File: src/rtl/runStepPkg.sv
package runStepPkg;

  typedef enum logic [1:0] {
    MODE_STOP = 2'd0,
    MODE_RUN  = 2'd1,
    MODE_STEP = 2'd2,
    MODE_SLOW = 2'd3
  } modeT;

  // Strobes from the control FSM to the datapath.
  typedef struct packed {
    logic setRelease;
    logic clrRelease;
    logic clrDivider;
  } ctlStrobeT;

  // Conditions from the datapath to the control FSM.
  typedef struct packed {
    logic runRise;
    logic stopRise;
    logic stepRise;
    logic slowRise;
    logic slowLevel;
    logic cycleEdge;
    logic boundary;
    logic divTick;
    logic releaseOn;
  } dpStatusT;

  localparam int unsigned REQ_COUNT = 4;

endpackage

File: src/rtl/runStepDp.sv
module runStepDp
  import runStepPkg::*;
#(
  parameter int unsigned DIV_COUNT = 8
) (
  input  logic      clk,
  input  logic      rstN,
  input  logic      runReq,
  input  logic      stopReq,
  input  logic      stepReq,
  input  logic      slowIn,
  input  logic      panelReset,
  input  logic      instrGran,
  input  logic      cycleStart,
  input  logic      m1Flag,
  input  ctlStrobeT ctl,
  output dpStatusT  status,
  output logic      coreReady,
  output logic      coreResetOut
);

  localparam int unsigned CNT_W = (DIV_COUNT < 2) ? 1 : $clog2(DIV_COUNT);
  localparam logic [CNT_W-1:0] DIV_LAST = CNT_W'(DIV_COUNT - 1);

  // Request order in the vector: [3] run, [2] stop, [1] step, [0] slow
  logic [REQ_COUNT-1:0] reqNow;
  logic [REQ_COUNT-1:0] reqPrev;
  logic [REQ_COUNT-1:0] reqRise;

  assign reqNow = {runReq, stopReq, stepReq, slowIn};

  for (genvar gi = 0; gi < REQ_COUNT; gi++) begin : g_edge
    always_ff @(posedge clk or negedge rstN) begin
      if (!rstN) reqPrev[gi] <= 1'b0;
      else       reqPrev[gi] <= reqNow[gi];
    end
    assign reqRise[gi] = reqNow[gi] & ~reqPrev[gi];
  end

  // Slow-rate divider
  logic [CNT_W-1:0] divCnt;
  logic             divTick;

  assign divTick = (divCnt == DIV_LAST);

  always_ff @(posedge clk or negedge rstN) begin
    if (!rstN)               divCnt <= '0;
    else if (ctl.clrDivider) divCnt <= '0;
    else if (divTick)        divCnt <= '0;
    else                     divCnt <= divCnt + 1'b1;
  end

  // Release flag: drives the core ready line
  logic releaseQ;

  always_ff @(posedge clk or negedge rstN) begin
    if (!rstN)               releaseQ <= 1'b0;
    else if (ctl.clrRelease) releaseQ <= 1'b0;
    else if (ctl.setRelease) releaseQ <= 1'b1;
  end

  // Reset passthrough toward the core
  logic resetQ;

  always_ff @(posedge clk or negedge rstN) begin
    if (!rstN) resetQ <= 1'b0;
    else       resetQ <= panelReset;
  end

  logic boundary;
  assign boundary = cycleStart & (~instrGran | m1Flag);

  always_comb begin
    status.runRise   = reqRise[3];
    status.stopRise  = reqRise[2];
    status.stepRise  = reqRise[1];
    status.slowRise  = reqRise[0];
    status.slowLevel = slowIn;
    status.cycleEdge = cycleStart;
    status.boundary  = boundary;
    status.divTick   = divTick;
    status.releaseOn = releaseQ;
  end

  assign coreReady    = releaseQ;
  assign coreResetOut = resetQ;

endmodule

File: src/rtl/runStepFsm.sv
module runStepFsm
  import runStepPkg::*;
(
  input  logic      clk,
  input  logic      rstN,
  input  dpStatusT  status,
  output ctlStrobeT ctl,
  output logic      runMode,
  output logic      panelEn
);

  modeT modeQ;
  modeT modeD;
  logic stopPendQ;
  logic stopPendD;

  always_comb begin
    modeD     = modeQ;
    stopPendD = stopPendQ;
    ctl       = '0;
    unique case (modeQ)
      MODE_STOP: begin
        if (status.runRise) begin
          ctl.setRelease = 1'b1;
          modeD          = MODE_RUN;
        end else if (status.stepRise) begin
          ctl.setRelease = 1'b1;
          modeD          = MODE_STEP;
        end else if (status.slowRise) begin
          ctl.setRelease = 1'b1;
          ctl.clrDivider = 1'b1;
          modeD          = MODE_SLOW;
        end
      end
      MODE_RUN: begin
        if (status.stopRise || stopPendQ) begin
          if (status.cycleEdge) begin
            ctl.clrRelease = 1'b1;
            stopPendD      = 1'b0;
            modeD          = MODE_STOP;
          end else begin
            stopPendD = 1'b1;
          end
        end
      end
      MODE_STEP: begin
        if (status.boundary) begin
          ctl.clrRelease = 1'b1;
          modeD          = MODE_STOP;
        end
      end
      MODE_SLOW: begin
        if (status.releaseOn) begin
          if (status.boundary) begin
            ctl.clrRelease = 1'b1;
            if (!status.slowLevel) modeD = MODE_STOP;
          end
        end else if (!status.slowLevel) begin
          modeD = MODE_STOP;
        end else if (status.divTick) begin
          ctl.setRelease = 1'b1;
        end
      end
      default: modeD = MODE_STOP;
    endcase
  end

  always_ff @(posedge clk or negedge rstN) begin
    if (!rstN) begin
      modeQ     <= MODE_STOP;
      stopPendQ <= 1'b0;
    end else begin
      modeQ     <= modeD;
      stopPendQ <= stopPendD;
    end
  end

  assign runMode = (modeQ == MODE_RUN);
  assign panelEn = (modeQ == MODE_STOP);

endmodule

File: src/rtl/runStepCtl.sv
module runStepCtl
  import runStepPkg::*;
#(
  parameter int unsigned CLK_HZ  = 2_000_000,
  parameter int unsigned SLOW_HZ = 2
) (
  input  logic clk,
  input  logic rstN,
  input  logic runReq,
  input  logic stopReq,
  input  logic stepReq,
  input  logic slowIn,
  input  logic panelReset,
  input  logic instrGran,
  input  logic cycleStart,
  input  logic m1Flag,
  output logic coreReady,
  output logic runMode,
  output logic panelEn,
  output logic coreResetOut
);

  localparam int unsigned SLOW_DIV = (CLK_HZ / SLOW_HZ < 2) ? 2 : CLK_HZ / SLOW_HZ;

  ctlStrobeT ctl;
  dpStatusT  status;

  runStepDp #(.DIV_COUNT(SLOW_DIV)) u_dp (
    .clk          (clk),
    .rstN         (rstN),
    .runReq       (runReq),
    .stopReq      (stopReq),
    .stepReq      (stepReq),
    .slowIn       (slowIn),
    .panelReset   (panelReset),
    .instrGran    (instrGran),
    .cycleStart   (cycleStart),
    .m1Flag       (m1Flag),
    .ctl          (ctl),
    .status       (status),
    .coreReady    (coreReady),
    .coreResetOut (coreResetOut)
  );

  runStepFsm u_fsm (
    .clk     (clk),
    .rstN    (rstN),
    .status  (status),
    .ctl     (ctl),
    .runMode (runMode),
    .panelEn (panelEn)
  );

endmodule

File: config.mk
export PLATFORM = sky130hd
export DESIGN_NAME = runStepCtl
export DESIGN_NICKNAME = d
export VERILOG_FILES = /design/src/rtl/runStepPkg.sv /design/src/rtl/runStepDp.sv /design/src/rtl/runStepFsm.sv /design/src/rtl/runStepCtl.sv
export SDC_FILE = /design/constraint.sdc
export NUM_CORES = 1
export LEC_CHECK = 0
export ABC_AREA = 1
export CORE_MARGIN = 3
export CORE_UTILIZATION = 30
export DETAILED_ROUTE_END_ITERATION = 6
export REMOVE_ABC_BUFFERS = 1
export SYNTH_ARGS = -nofsm -noshare
export SYNTH_HDL_FRONTEND = slang
export SYNTH_HIERARCHICAL = 1
export SYNTH_SLANG_ARGS = --single-unit
File: constraint.sdc
create_clock -name clk -period 2.55 [get_ports clk]
set_clock_uncertainty 0.05 [all_clocks]
set_input_delay 0.3825 -clock clk [delete_from_list [all_inputs] [get_ports clk]]
set_output_delay 0.3825 -clock clk [all_outputs]
set_load 0.02 [all_outputs]
==> results.sh <==
export IMPL_combPwrFrac=0.332
export IMPL_post_route_util=0.366
export IMPL_synth_top_area_cell="dfrtp_1"
export IMPL_area_growth_pct=17.0
export IMPL_wl_per_cell_um=11.0
export IMPL_initial_core_util=0.313
export IMPL_coreArea_sq_um=5540
export IMPL_yosys_warnings=6
export IMPL_slowest_delay_ns=0.64
export IMPL_grt_pass1_wl_um=6220
export IMPL_synth_main_ff_cell="dfrtp_1"
export IMPL_synth_area_sq_um=1730
export IMPL_clkSlewWorstSetupHoldPaths_ns=0.06
export IMPL_cts_htree_levels=2
export IMPL_cp_end_kind="output pin"
export IMPL_worstPathRequired_ns=2.12
export IMPL_synthTopCellsByArea="dfrtp_1 42%, nor2_1 11%, nand2_1 9.1%"
export IMPL_fin_crit_ns=2.13
export IMPL_switching_power_mw=0.627
export IMPL_final_cell_mix="51 x nor2_1, 42 x nand2_1, 29 x dfrtp_1"
export IMPL_ys_seq_elements=29
export IMPL_dr_pass1_iters=4
export IMPL_post_route_period_util=0.836
export IMPL_postCtsResizedCells=0
export IMPL_synth_edff_count=0
export IMPL_max_cap_violations=0
export IMPL_synth_area_per_cell_sq_um=7.67
export IMPL_yosys_area_top_type_share=0.419
export IMPL_worst_setup_path_type="reg -> out"
export IMPL_final_hold_violation_count=0
export IMPL_power_leakage_nw=0.951
export IMPL_die_area_sq_um=6720
export IMPL_hpwl_um=2660
export IMPL_status="finished, final reports clean"
export IMPL_seqPwrFrac=0.413
export IMPL_rows=27
export IMPL_antenna_found_initial=0
export IMPL_cp_max_fo=4
export IMPL_overflow=0
export IMPL_p_clk_frac=0.255
export IMPL_r2r_start="u_dp/divCnt[0]"
export IMPL_grt_max_degree=30
export IMPL_netlist_cell_type_count=28
export IMPL_viasPerCell=4.51
export IMPL_crit_arrival_ns=1.70
export IMPL_final_area_sq_um=2030
export IMPL_min_path_type="in -> async"
export IMPL_irDropWorstVdd_mv=0.450
export IMPL_portBuffers=13
export IMPL_cts_root_buf="clkbuf_8"
export IMPL_async_flop_share=1.00
export IMPL_drive_above_1_share=0.128
export IMPL_fin_nets=258
export IMPL_tightest_slew_ns=0.368
export IMPL_vias=1422
export IMPL_cts_buffer_depth=2
export IMPL_antenna_left=0
export IMPL_first_iter_violations=107
export IMPL_cts_tree="built"
export IMPL_antenna_cells=0
export IMPL_track_usage=0.125
export IMPL_power_density_nw_per_um2=825
export IMPL_fmax_mhz=469
export IMPL_cts_setup_buffers=0
export IMPL_crit_path_start="u_fsm/modeQ[1]"
export IMPL_relSlewSlack=0.755
export IMPL_pre_cts_slack_ns=0.713
export IMPL_worst_skew_pair_late_latency_ns=0.29
export IMPL_chipHeight_um=82
export IMPL_numCtsBuffers=5
export IMPL_layout_setup_ws_ns=0.417
export IMPL_drc=0
export IMPL_drv_slew=0
export IMPL_wl_um=3480
export IMPL_slowest_stage="clkdlybuf4s50_1"
export IMPL_setup_viol=0
export IMPL_ys_seq_area_frac=0.419
export IMPL_final_setup_tns_ns=0
export IMPL_p_sw_frac=0.374
export IMPL_netlist_instances=226
export IMPL_crit_chain="inv_1, ha_1, clkdlybuf4s50_1"
export IMPL_io_pins=14
export IMPL_worst_setup_path_start_kind="flip-flop"
export IMPL_ctsHoldBuffers=0
export IMPL_cts_sinks=29
export IMPL_layout_commonest_cell="nor2_1"
export IMPL_grt_pass1_vias=1392
export IMPL_rsz0062_at_grt="no"
export IMPL_die_w_um=82
export IMPL_internal_power_mw=1.05
export IMPL_placed_area_sq_um=1930
export IMPL_routabilityCongestion=0.834
## stage by stage
step / hold slack, ns / cells / total power, mW
final: 0.419 / 315 / 1.67
after global routing: 0.446 / 315 / 1.81
after CTS: 0.432 / 315 / 1.70
after detailed placement: 0.423 / 307 / 1.25
after global placement: 0.413 / 307 / 1.24
after floorplan: 0.0369 / 220 / 1.07
## synthesized netlist by cell type (all sizes together), types with 3 or more instances
cell type   n
inv        29
nand4       6
o21ai       3
a21oi       5
xnor2       5
nand2      47
dfrtp      29
nor2       60
xor2        4
nand3      18
ha          6
buf         5
## logic make-up after synthesis
kind of cell | share of synthesized area
and+or+nand+nor | 0.362
buffers and inverters | 0.0866
DFF | 0.419
AOI/OAI and AO/OA | 0.0433
xor gates and xnor gates | 0.0455
adders and majority gates | 0.0433
## power by group through the flow
stage	Combinational, mW	Sequential [mW]	Clock (mW)
after global routing	0.634	0.713	0.464
after CTS	0.560	0.691	0.447
final	0.556	0.691	0.426
after detailed placement	0.554	0.698	0
after floorplan	0.395	0.678	0
after global placement	0.544	0.695	0
## registers in the layout, summed over array words and instances (netlist names)
name / count
u_dp/divCnt: 20
u_dp/reqPrev: 4
u_fsm/modeQ: 2
u_dp/coreReady: 1
u_dp/coreResetOut: 1
u_fsm/stopPendQ: 1
## layer usage
| layer | vias up | GRT usage | share of wire |
|---|---|---|---|
| met5 | - | 0 | 0 |
| met4 | 0 | 0.0698 | 0.026 |
| met3 | 10 | 0.0296 | 0.040 |
| met2 | 32 | 0.206 | 0.47 |
| met1 | 643 | 0.148 | 0.46 |
| li1 | 737 | - | - |
## cell type report
class                   instances  area [sq um]
fillers                       604          3510
multi-input cells             162           857
flip-flops and latches         29           726
repair buffers                 15           145
inverters                      29           109
clock buffers                   7          96.3
well taps                      72          90.1
clock inverters                 1          5.00
## worst paths after layout
path                                   to  slack, ns  cells past startpoint
max                               panelEn       0.42                      3
min                        u_fsm/modeQ[1]       0.42                      2
max reg2reg                u_dp/coreReady       0.85                      9
min reg2reg                u_dp/divCnt[0]       0.42                      1
max in group asynchronous  u_dp/divCnt[5]       1.75                      2
min in group clk           u_dp/divCnt[0]       0.42                      1
## critical path: cells and delay by family, from the launching register on
kind	cells	cell delay, ns
buffers and inverters	2	0.76
DFF	1	0.41
adders and majority gates	1	0.24
Power figures use the tool's default switching activity.
